[src/rtl/wbps_pkg.sv]
// Package: shared state type and command codes for the buffered program
// sequencer. Assumes an 8-bit command field in the low data bits.
package wbps_pkg;
    typedef enum logic [3:0] {
        ST_IDLE, ST_UNL1, ST_UNL2, ST_COUNT, ST_LOAD, ST_CONFIRM,
        ST_PROG, ST_WAIT, ST_ABORT, ST_AB_UNL1, ST_AB_UNL2
    } seq_state_t;

    localparam int KEY_A_ADDR  = 'h555;
    localparam int KEY_B_ADDR  = 'h2AA;
    localparam int KEY_A_DATA  = 'hAA;
    localparam int KEY_B_DATA  = 'h55;
    localparam int OP_OPEN     = 'h25;
    localparam int OP_CONFIRM  = 'h29;
    localparam int OP_ABRST    = 'hF0;
endpackage

[src/rtl/wbps_decode.sv]
// Module: combinational classification of one bus write against the command
// codes and against the opened sector and page. Assumes SECT_LSB >= PAGE_BITS.
module wbps_decode #(
    parameter int ADDR_W    = 16,
    parameter int DATA_W    = 8,
    parameter int SECT_LSB  = 12,
    parameter int PAGE_BITS = 4,
    localparam int SECT_W   = ADDR_W - SECT_LSB,
    localparam int TAG_W    = ADDR_W - PAGE_BITS
) (
    input  logic [ADDR_W-1:0] addr,
    input  logic [DATA_W-1:0] data,
    input  logic [SECT_W-1:0] open_sector,
    input  logic [TAG_W-1:0]  page_tag,
    input  logic              page_set,
    output logic              is_key_a,
    output logic              is_key_b,
    output logic              is_open,
    output logic              is_confirm,
    output logic              is_abrst,
    output logic              sect_ok,
    output logic              page_ok
);
    import wbps_pkg::*;

    // Command and address matching for the current write.
    always_comb begin
        is_key_a   = (addr == ADDR_W'(KEY_A_ADDR)) && (data == DATA_W'(KEY_A_DATA));
        is_key_b   = (addr == ADDR_W'(KEY_B_ADDR)) && (data == DATA_W'(KEY_B_DATA));
        is_open    = (data == DATA_W'(OP_OPEN));
        is_confirm = (data == DATA_W'(OP_CONFIRM));
        is_abrst   = (addr == ADDR_W'(KEY_A_ADDR)) && (data == DATA_W'(OP_ABRST));
        sect_ok    = (addr[ADDR_W-1:SECT_LSB] == open_sector);
        page_ok    = !page_set || (addr[ADDR_W-1:PAGE_BITS] == page_tag);
    end
endmodule

[src/rtl/wbps_buffer.sv]
// Module: write buffer holding one data word and one in-page offset per load
// slot. Slots are written by load index and read back by index during program.
module wbps_buffer #(
    parameter int DATA_W    = 8,
    parameter int PAGE_BITS = 4,
    localparam int DEPTH    = 1 << PAGE_BITS
) (
    input  logic                 clk,
    input  logic                 rst_n,
    input  logic                 wr_en,
    input  logic [PAGE_BITS-1:0] wr_idx,
    input  logic [PAGE_BITS-1:0] wr_off,
    input  logic [DATA_W-1:0]    wr_data,
    input  logic [PAGE_BITS-1:0] rd_idx,
    output logic [PAGE_BITS-1:0] rd_off,
    output logic [DATA_W-1:0]    rd_data
);
    logic [DEPTH-1:0][DATA_W-1:0]    dv;
    logic [DEPTH-1:0][PAGE_BITS-1:0] ov;

    for (genvar e = 0; e < DEPTH; e++) begin : g_slot
        logic [DATA_W-1:0]    q_data;
        logic [PAGE_BITS-1:0] q_off;
        // Capture one load into this slot when its index is selected.
        always_ff @(posedge clk) begin
            if (!rst_n) begin
                q_data <= '0;
                q_off  <= '0;
            end else if (wr_en && wr_idx == PAGE_BITS'(e)) begin
                q_data <= wr_data;
                q_off  <= wr_off;
            end
        end
        assign dv[e] = q_data;
        assign ov[e] = q_off;
    end

    assign rd_data = dv[rd_idx];
    assign rd_off  = ov[rd_idx];
endmodule

[src/rtl/wbps_status.sv]
// Module: registered status word for polling reads. Assumes DATA_W >= 8;
// bit 7 polls data, bit 6 toggles while busy, bit 1 reports abort.
module wbps_status #(
    parameter int DATA_W = 8
) (
    input  logic              clk,
    input  logic              rst_n,
    input  logic              rd_en,
    input  logic              busy,
    input  logic              abort,
    input  logic              ref_bit,
    output logic [DATA_W-1:0] rdata
);
    logic              tog;
    logic              tog_nx;
    logic [DATA_W-1:0] word;

    // Build the next status word from the current condition.
    always_comb begin
        tog_nx  = busy ? ~tog : tog;
        word    = '0;
        word[7] = busy ? ~ref_bit : ref_bit;
        word[6] = tog_nx;
        word[1] = abort;
    end

    // Update the toggle and the read word on each read strobe.
    always_ff @(posedge clk) begin
        if (!rst_n) begin
            tog   <= 1'b0;
            rdata <= '0;
        end else if (rd_en) begin
            tog   <= tog_nx;
            rdata <= word;
        end
    end
endmodule

[src/rtl/wbuf_prog_seq.sv]
// Module: buffered program sequencer top. Decodes the unlock/open/count/load/
// confirm write sequence, streams buffered words to the array and holds a
// sticky abort until the abort-reset sequence. Assumes one-cycle strobes.
module wbuf_prog_seq #(
    parameter int ADDR_W    = 16,
    parameter int DATA_W    = 8,
    parameter int SECT_LSB  = 12,
    parameter int PAGE_BITS = 4
) (
    input  logic              clk,
    input  logic              rst_n,
    input  logic              bus_we,
    input  logic [ADDR_W-1:0] bus_addr,
    input  logic [DATA_W-1:0] bus_wdata,
    input  logic              bus_re,
    output logic [DATA_W-1:0] bus_rdata,
    output logic              arr_wr,
    output logic [ADDR_W-1:0] arr_addr,
    output logic [DATA_W-1:0] arr_wdata,
    input  logic              arr_done,
    output logic              busy,
    output logic              abort_flag
);
    import wbps_pkg::*;

    localparam int DEPTH  = 1 << PAGE_BITS;
    localparam int SECT_W = ADDR_W - SECT_LSB;
    localparam int TAG_W  = ADDR_W - PAGE_BITS;

    seq_state_t           state;
    logic [PAGE_BITS-1:0] idx;
    logic [PAGE_BITS-1:0] cnt;
    logic [SECT_W-1:0]    sector;
    logic [TAG_W-1:0]     page_tag;
    logic                 page_set;
    logic                 last_bit7;
    logic is_key_a, is_key_b, is_open, is_confirm, is_abrst, sect_ok, page_ok;
    logic                 load_ok;
    logic [PAGE_BITS-1:0] rd_off;

    wbps_decode #(.ADDR_W(ADDR_W), .DATA_W(DATA_W), .SECT_LSB(SECT_LSB),
                  .PAGE_BITS(PAGE_BITS)) u_dec (
        .addr(bus_addr), .data(bus_wdata), .open_sector(sector),
        .page_tag(page_tag), .page_set(page_set),
        .is_key_a(is_key_a), .is_key_b(is_key_b), .is_open(is_open),
        .is_confirm(is_confirm), .is_abrst(is_abrst),
        .sect_ok(sect_ok), .page_ok(page_ok)
    );

    // A load is accepted only inside the opened sector and page.
    assign load_ok = (state == ST_LOAD) && bus_we && sect_ok && page_ok;

    wbps_buffer #(.DATA_W(DATA_W), .PAGE_BITS(PAGE_BITS)) u_buf (
        .clk(clk), .rst_n(rst_n), .wr_en(load_ok), .wr_idx(idx),
        .wr_off(bus_addr[PAGE_BITS-1:0]), .wr_data(bus_wdata),
        .rd_idx(idx), .rd_off(rd_off), .rd_data(arr_wdata)
    );

    // Sequence control: command decoding, loading, streaming and abort.
    always_ff @(posedge clk) begin
        if (!rst_n) begin
            state     <= ST_IDLE;
            idx       <= '0;
            cnt       <= '0;
            sector    <= '0;
            page_tag  <= '0;
            page_set  <= 1'b0;
            last_bit7 <= 1'b0;
        end else begin
            case (state)
                ST_IDLE:    if (bus_we && is_key_a) state <= ST_UNL1;
                ST_UNL1:    if (bus_we) state <= is_key_b ? ST_UNL2 : ST_IDLE;
                ST_UNL2: if (bus_we) begin
                    if (is_open) begin
                        state    <= ST_COUNT;
                        sector   <= bus_addr[ADDR_W-1:SECT_LSB];
                        page_set <= 1'b0;
                        idx      <= '0;
                    end else begin
                        state <= ST_IDLE;
                    end
                end
                ST_COUNT: if (bus_we) begin
                    if (sect_ok && bus_wdata < DATA_W'(DEPTH)) begin
                        cnt   <= bus_wdata[PAGE_BITS-1:0];
                        state <= ST_LOAD;
                    end else begin
                        state <= ST_ABORT;
                    end
                end
                ST_LOAD: if (bus_we) begin
                    if (load_ok) begin
                        page_tag  <= bus_addr[ADDR_W-1:PAGE_BITS];
                        page_set  <= 1'b1;
                        last_bit7 <= bus_wdata[7];
                        idx       <= idx + 1'b1;
                        if (idx == cnt) state <= ST_CONFIRM;
                    end else begin
                        state <= ST_ABORT;
                    end
                end
                ST_CONFIRM: if (bus_we) begin
                    idx   <= '0;
                    state <= (sect_ok && is_confirm) ? ST_PROG : ST_ABORT;
                end
                ST_PROG: begin
                    idx <= idx + 1'b1;
                    if (idx == cnt) state <= ST_WAIT;
                end
                ST_WAIT:    if (arr_done) state <= ST_IDLE;
                ST_ABORT:   if (bus_we && is_key_a) state <= ST_AB_UNL1;
                ST_AB_UNL1: if (bus_we) state <= is_key_b ? ST_AB_UNL2 : ST_ABORT;
                ST_AB_UNL2: if (bus_we) state <= is_abrst ? ST_IDLE : ST_ABORT;
                default:    state <= ST_IDLE;
            endcase
        end
    end

    // Output decode from the sequence state.
    always_comb begin
        abort_flag = (state == ST_ABORT) || (state == ST_AB_UNL1) || (state == ST_AB_UNL2);
        busy       = abort_flag || (state == ST_PROG) || (state == ST_WAIT);
        arr_wr     = (state == ST_PROG);
        arr_addr   = {page_tag, rd_off};
    end

    wbps_status #(.DATA_W(DATA_W)) u_stat (
        .clk(clk), .rst_n(rst_n), .rd_en(bus_re), .busy(busy),
        .abort(abort_flag), .ref_bit(last_bit7), .rdata(bus_rdata)
    );
endmodule

[config.mk]
export PLATFORM = sky130hd
export DESIGN_NAME = wbuf_prog_seq
export DESIGN_NICKNAME = d
export VERILOG_FILES = /design/src/rtl/wbps_pkg.sv /design/src/rtl/wbps_decode.sv /design/src/rtl/wbps_buffer.sv /design/src/rtl/wbps_status.sv /design/src/rtl/wbuf_prog_seq.sv
export SDC_FILE = /design/constraint.sdc
export NUM_CORES = 1
export LEC_CHECK = 0
export ABC_AREA = 1
export BUFFER_PORTS_ARGS = -buffer_cell sky130_fd_sc_hd__buf_2
export CORE_MARGIN = 1.5
export CORE_UTILIZATION = 40
export DETAILED_ROUTE_END_ITERATION = 8
export GPL_TIMING_DRIVEN = 0
export PLACE_DENSITY = 0.62
export SYNTH_ARGS = -nofsm -noshare
export SYNTH_HDL_FRONTEND = slang
export SYNTH_SLANG_ARGS = --single-unit
[constraint.sdc]
create_clock -name clk -period 4.6 [get_ports clk]
set_clock_uncertainty 0.05 [all_clocks]
set_input_delay 1.15 -clock clk [delete_from_list [all_inputs] [get_ports clk]]
set_output_delay 1.15 -clock clk [all_outputs]
set_load 0.1 [all_outputs]
==> reports/results.txt, run 1 <==
outcome = completed
post-detail-place hpwl = 27.6 mm
1st-pass router iterations = 8
endpoint type of the worst setup path = primary output
RSZ-0062 raised after global routing = no
Setup Crit Path Kind = reg -> out
Vias = 11000
crit-path cells = clkbuf_2, clkinv_1, clkbuf_1, clkbuf_2, nor2_1, o22ai_1, nand2_1, nand4_1, buf_2
die area = 0.0277 mm²
critical path's top delay family = buffers and inverters
DRT antenna net count = 0
clk_lat worst skew = 0.53 ns
antenna violations before repair = 0
buffers plus inverters on the worst setup path = 5
CP arrival = 3.24 ns
Setup crit start = idx[0]
Synth top area share = 42.1%
minimum hold slack = 0.409 ns
relative slew slack = 16.6%
drt wl/cell = 19.8 µm
Root Driver = clkbuf_16
R2R depth = 10
setup slack after layout = 0.158 ns
Final min period = 4.44 ns
clock slew at reported path FFs = 0.06 ns
Clock Sink Count = 225
largest net degree at the start of global routing = 14
PwrDens = 434 mW/mm²
# rows = 59
Worst Max-Slew Pin Slew = 1.25 ns
Seq/Total Area, Yosys = 42.1%
Unique masters post-synth = 32
I/O pin total = 64
Post-CTS Hold Fix Bufs = 0
max frequency = 225 MHz
Worst setup endpoint = arr_wdata[4]
Placer Congestion = 0.936
H-tree levels = 1
gr usage total = 27.9%
delay of the slowest critical-path stage = 0.44 ns
DRC viols = 0
cell taking the most area after synthesis = dfxtp_1
Yosys warning count = 0
DR iter-0 viols = 1350
area grow syn2layout = 14.9%
most common library cells after synthesis = 493 x nand2_1, 225 x dfxtp_1, 212 x a21oi_1, 148 x nor2_1, 122 x o21ai_0
Worst R2R Setup Slack = 1.42 ns
final max-slew violation count = 0
Leak = 4.56 nW
count leader, synth = nand2_1
Levels on crit path = 9
Critical Path RT = 3.40 ns
clock buffer count from CTS = 26
ys flop type = dfxtp_1
Nets = 1678
pre-CTS setup slack = 0.387 ns
Post-synth ARST share = 0%
vias in the first global route = 10200
Vias/cell = 5.53
Filler Cells Inserted = 2767
Netlist Area Pre-Place = 0.0107 mm²
RR Endpoint = u_buf.g_slot[6].q_data[2]
share of layout cells above drive strength 1 = 11.7%
slowest CP cell = clkbuf_1
worst-path fanout max = 11
fin crit share = 96.6%
Hold Fails Final Rpt = 0
die span in y = 166 µm
Seq cells post-synth = 225
Max Cap Viol = 0
maximum vdd drop = 0.286 mV
CTS Buffer Depth = 3
CTS tree = yes
n_diodes = 0
die width = 166 µm
FF-to-FF Start = idx[0]
first-pass GRT wire length = 59.4 mm
postcts setup bufs = 0
Critical Path Most Common Cell = clkbuf_2
setup violators final = 0
initial core utilization = 40.9%
Post-synth EDFFs = 0
Buffers on Ports = 51
Tightest Hold Check Type = reg -> reg
core area = 0.0261 mm²
Fin Setup TNS = 0 ns
Avg Inst Size Synth = 6.84 µm²
CP startpoint kind = flop
Synth area leaders = dfxtp_1 42%, nand2_1 17%, a21oi_1 9.9%
total gr overflow = 0
routed wire length = 39.6 mm
Gate Count Post-Synth = 1562
repair_timing:
action                                  in CTS  in global routing
pin swaps                                    0                  0
gates resized for setup                      3                  2
endpoints found under the setup margin      12                  1
flip-flops by register name, summed over array words and instances, names as in the netlist:
name                 flops
cnt                      4
idx                      4
last_bit7                1
page_set                 1
page_tag                12
sector                   4
state                    4
u_buf.g_slot.q_data    128
u_buf.g_slot.q_off      64
u_stat.rdata             3
how the worst min path moves through the flow:
stage	startpoint	to	cells after the start
global placement	u_stat.rdata[6]	u_stat.rdata[6]	1
detailed placement	u_stat.rdata[6]	u_stat.rdata[6]	1
CTS	last_bit7	u_stat.rdata[7]	1
global route	u_buf.g_slot[1].q_off[0]	u_buf.g_slot[1].q_off[0]	2
floorplan	u_stat.rdata[6]	u_stat.rdata[6]	1
finish	last_bit7	u_stat.rdata[7]	1
layout make-up:
type	count	area, µm²	share of cell area (%)
Clock buffer	36	748	6.09
Buffer	130	642	5.23
Multi-Input combinational cell	1157	5360	43.6
Tap cell	335	419	3.41
Clock inverter	8	151	1.23
Sequential cell	225	4500	36.7
Inverter	54	203	1.65
Timing Repair Buffer	51	255	2.08
per-layer routing:
layer	part of all wire, %	global-route usage [%]	vias to the layer above
li1	-	-	5287
met1	43	37.4	5148
met3	8.3	4.04	99
met2	43	43.7	502
met4	5.3	14.4	0
met5	0	0	-
power breakdown:
part | internal, mW | switching (mW) | leakage, nW
Combinational | 0.256 | 0.856 | 2.31
Clock | 1.35 | 0.852 | 0.443
Sequential | 1.98 | 0.0379 | 1.81
cell families (layout without fill, tap and decap cells):
kind of cell | after synthesis | count (layout) | share of synthesized area, %
AO/OA/AOI/OAI | 395 | 395 | 19.5
flip-flops | 225 | 225 | 42.1
buffers and inverters | 184 | 279 | 7.85
XOR/XNOR | 15 | 15 | 1.23
AND/OR/NAND/NOR | 738 | 738 | 28.8
adder cells (fa/ha/maj) | 4 | 4 | 0.468
other | 1 | 5 | 0.0351
layout by cell type (no fill, tap or decap), types with 21 or more instances in the layout:
master     instances
nand3_1           29
nand4_1           21
o21ai_0          122
inv_1             50
clkbuf_1          74
nand2_1          493
nor2_1           148
a21oi_1          212
clkbuf_16         26
dfxtp_1          225
buf_2             89
o22ai_1           48
per-stage QoR:
stage	power (mW)	instance area [µm²]	utilization [%]	std cells
2_1_floorplan	2.82	10700	-	1566
3_3_place_gp	3.14	11400	43.5	1952
3_5_place_dp	3.14	11400	43.5	1952
4_1_cts	5.31	12300	47.0	1996
5_1_grt	5.50	12300	47.0	1996
6_report	5.33	12300	47.0	1996
Note: power is estimated with default switching activity, not from simulation.
==> run 2, diff against run 1 <==
Settings changed: PLACE_DENSITY 0.62 to 0.55.
Clock period 4.6 ns to 3.95 ns, I/O delays scaled along.
==> reports/results.txt, run 2 (synthesis gave the netlist of run 1 again) <==
outcome = finished with violations (was completed)
failing checks = design-rule violations
post-placement cell count = 1952 (unchanged)
H-tree levels = 1 (unchanged)
Biggest register = u_buf.g_slot.q_data (unchanged)
antenna violations before repair = 1 (was 0)
final max-slew violation count = 0 (unchanged)
R2R depth = 9 (was 10)
cell depth of the worst hold path = 2 (was 1)
Buffers on Ports = 51 (unchanged)
CP startpoint kind = flop (unchanged)
Hold Fails Final Rpt = 0 (unchanged)
combinational fraction of design power = 21.1% (was 20.8%)
final core occ = 47.3% (was 47.0%)
share of layout cells above drive strength 1 = 12.6% (was 11.7%)
Vias = 10900 (was 11000)
relative slew slack = 19.1% (was 16.6%)
gr usage total = 29.3% (was 27.9%)
setup violators final = 0 (unchanged)
DRT antenna net count = 0 (unchanged)
RSZ-0062 raised after global routing = yes (was no)
RR Endpoint = u_buf.g_slot[5].q_off[0] (was u_buf.g_slot[6].q_data[2])
vias in the first global route = 9997 (was 10200)
1st-pass router iterations = 8 (unchanged)
Root Driver = clkbuf_16 (unchanged)
biggest regs = u_buf.g_slot.q_data: 128 flops, u_buf.g_slot.q_off: 64 flops, page_tag: 12 flops (unchanged)
total gr overflow = 0 (unchanged)
max reg flops = 128 (unchanged)
DRC viols = 2 (was 0)
commonest cells after routing, fill and taps aside = 493 x nand2_1, 225 x dfxtp_1, 212 x a21oi_1 (unchanged)
post-detail-place hpwl = 29.0 mm (was 27.6 mm)
Setup Crit Path Kind = reg -> out (unchanged)
setup slack after layout = 0.0765 ns (was 0.158 ns)
Sw Share = 33.1% (was 32.8%)
routed wire length = 41.5 mm (was 39.6 mm)
Worst Hold End = u_buf.g_slot[14].q_data[7] (was u_stat.rdata[7])
Final min period = 3.87 ns
CP arrival = 2.84 ns (was 3.24 ns)
Internal = 4.21 mW (was 3.58 mW)
core area = 0.0261 mm² (unchanged)
drt wl/cell = 20.7 µm (was 19.8 µm)
die area = 0.0277 mm² (unchanged)
Final Non-Filler Cells = 2001 (was 1996)
Worst Max-Slew Pin Slew = 1.21 ns (was 1.25 ns)
maximum vdd drop = 0.336 mV (was 0.286 mV)
largest net degree at the start of global routing = 14 (unchanged)
worst-path fanout max = 10 (was 11)
Critical Path RT = 2.91 ns (was 3.40 ns)
pre-CTS setup slack = -0.267 ns (was 0.387 ns)
clock buffer count from CTS = 27 (was 26)
area grow syn2layout = 15.6% (was 14.9%)
initial core utilization = 40.9% (unchanged)
Tightest Hold Check Type = reg -> reg (unchanged)
first-pass GRT wire length = 61.3 mm (was 59.4 mm)
n_diodes = 0 (unchanged)
max frequency = 258 MHz
PwrDens = 509 mW/mm² (was 434 mW/mm²)
design area = 0.0124 mm² (was 0.0123 mm²)
Vias/cell = 5.44 (was 5.53)
Placer Congestion = 0.943 (was 0.936)
Placed Area = 0.0114 mm² (unchanged)
clk_lat worst skew = 0.53 ns (about the same)
endpoint type of the worst setup path = primary output (unchanged)
# rows = 59 (unchanged)
DR iter-0 viols = 1100 (was 1350)
fin crit share = 98.1%
Clk pwr share = 41.5% (was 41.3%)
Flop pwr share = 37.3% (was 37.8%)
clock slew at reported path FFs = 0.06 ns (about the same)
Leak = 4.60 nW (was 4.56 nW)
Worst R2R Setup Slack = 1.15 ns (was 1.42 ns)
die span in y = 166 µm (unchanged)
I/O pin total = 64 (unchanged)
Psw = 2.08 mW (was 1.75 mW)
CTS Buffer Depth = 3 (unchanged)
Clock Sink Count = 225 (unchanged)
Nets = 1679 (was 1678)
FF-to-FF Start = idx[1] (was idx[0])
total power = 6.29 mW (was 5.33 mW)
critical hold path startpoint = u_buf.g_slot[14].q_data[7] (was last_bit7)
most common cell after layout, fill and taps aside = nand2_1 (unchanged)
die width = 166 µm (unchanged)
CTS tree = yes (unchanged)
Max Cap Viol = 0 (unchanged)
[run 2: changes by cell type in the layout (fill, tap and decap cells not counted), sizes merged]
cell / before / now
bufinv: 4 / 3
inv: 53 / 54
buf: 107 / 109
clkinv: 5 / 6
clkinvlp: 0 / 1
clkbuf: 110 / 111
[run 2: final cells by class]
type / instances / area (µm²)
sequential: 225 / 4500
buffer: 130 / 658
timing repair buffer: 51 / 278
fill: 2792 / 13800
tap: 335 / 419
inverter: 54 / 204
clock inverter: 10 / 131
multi-input combinational: 1157 / 5360
clock buffer: 39 / 801
[run 2: power by group through the flow]
stage / Sequential [mW] / Clock [mW] / Combinational [mW]
2_1_floorplan: 2.41 / 0 / 0.873
3_5_place_dp: 2.40 / 0 / 1.29
5_1_grt: 2.35 / 2.73 / 1.41
6_report: 2.35 / 2.61 / 1.33
4_1_cts: 2.35 / 2.63 / 1.30
3_3_place_gp: 2.39 / 0 / 1.30
[run 2: per-stage QoR]
step / hold slack (ns) / TNS, ns
after global routing: 0.427 / -0.00774
after global placement: 0.397 / -2.74
final: 0.410 / 0
after detailed placement: 0.397 / -2.55
after CTS: 0.411 / 0
after floorplan: 0.374 / 0
[run 2: metal layers]
layer	GRT usage (%)	vias to the layer above	wire, µm
met5	0	-	13
met4	13.4	2	1990
met3	6.23	89	3460
met2	45.5	463	18000
met1	39.0	5054	18000
li1	-	5271	-
[run 2: how the worst max path moves through the flow]
stage / startpoint / end / slack (ns) / cells after the start
2_1_floorplan: state[1] / busy / 0.23 / 6
3_3_place_gp: idx[0] / arr_addr[1] / -0.27 / 8
3_5_place_dp: idx[0] / arr_wdata[4] / -0.27 / 8
4_1_cts: idx[0] / arr_wdata[5] / 0.004 / 9
5_1_grt: idx[0] / arr_wdata[5] / -0.008 / 9
6_report: idx[1] / arr_addr[2] / 0.08 / 7
[run 2: repair_timing]
item | in CTS | in global routing
buffers inserted | 0 | 0
pin swaps | 0 | 0
setup endpoints to repair | 12 | 12
hold buffers | 0 | 0
gates resized for setup | 22 | 9
[run 2: worst max-delay path, cell delays in order (launching register included)]
cell and delay [ns]:
dfxtp_1 0.43, inv_1 0.16, clkbuf_1 0.53, o21ai_0 0.20
o22ai_1 0.20, nand2_1 0.16, nand4_1 0.17, buf_2 0.44
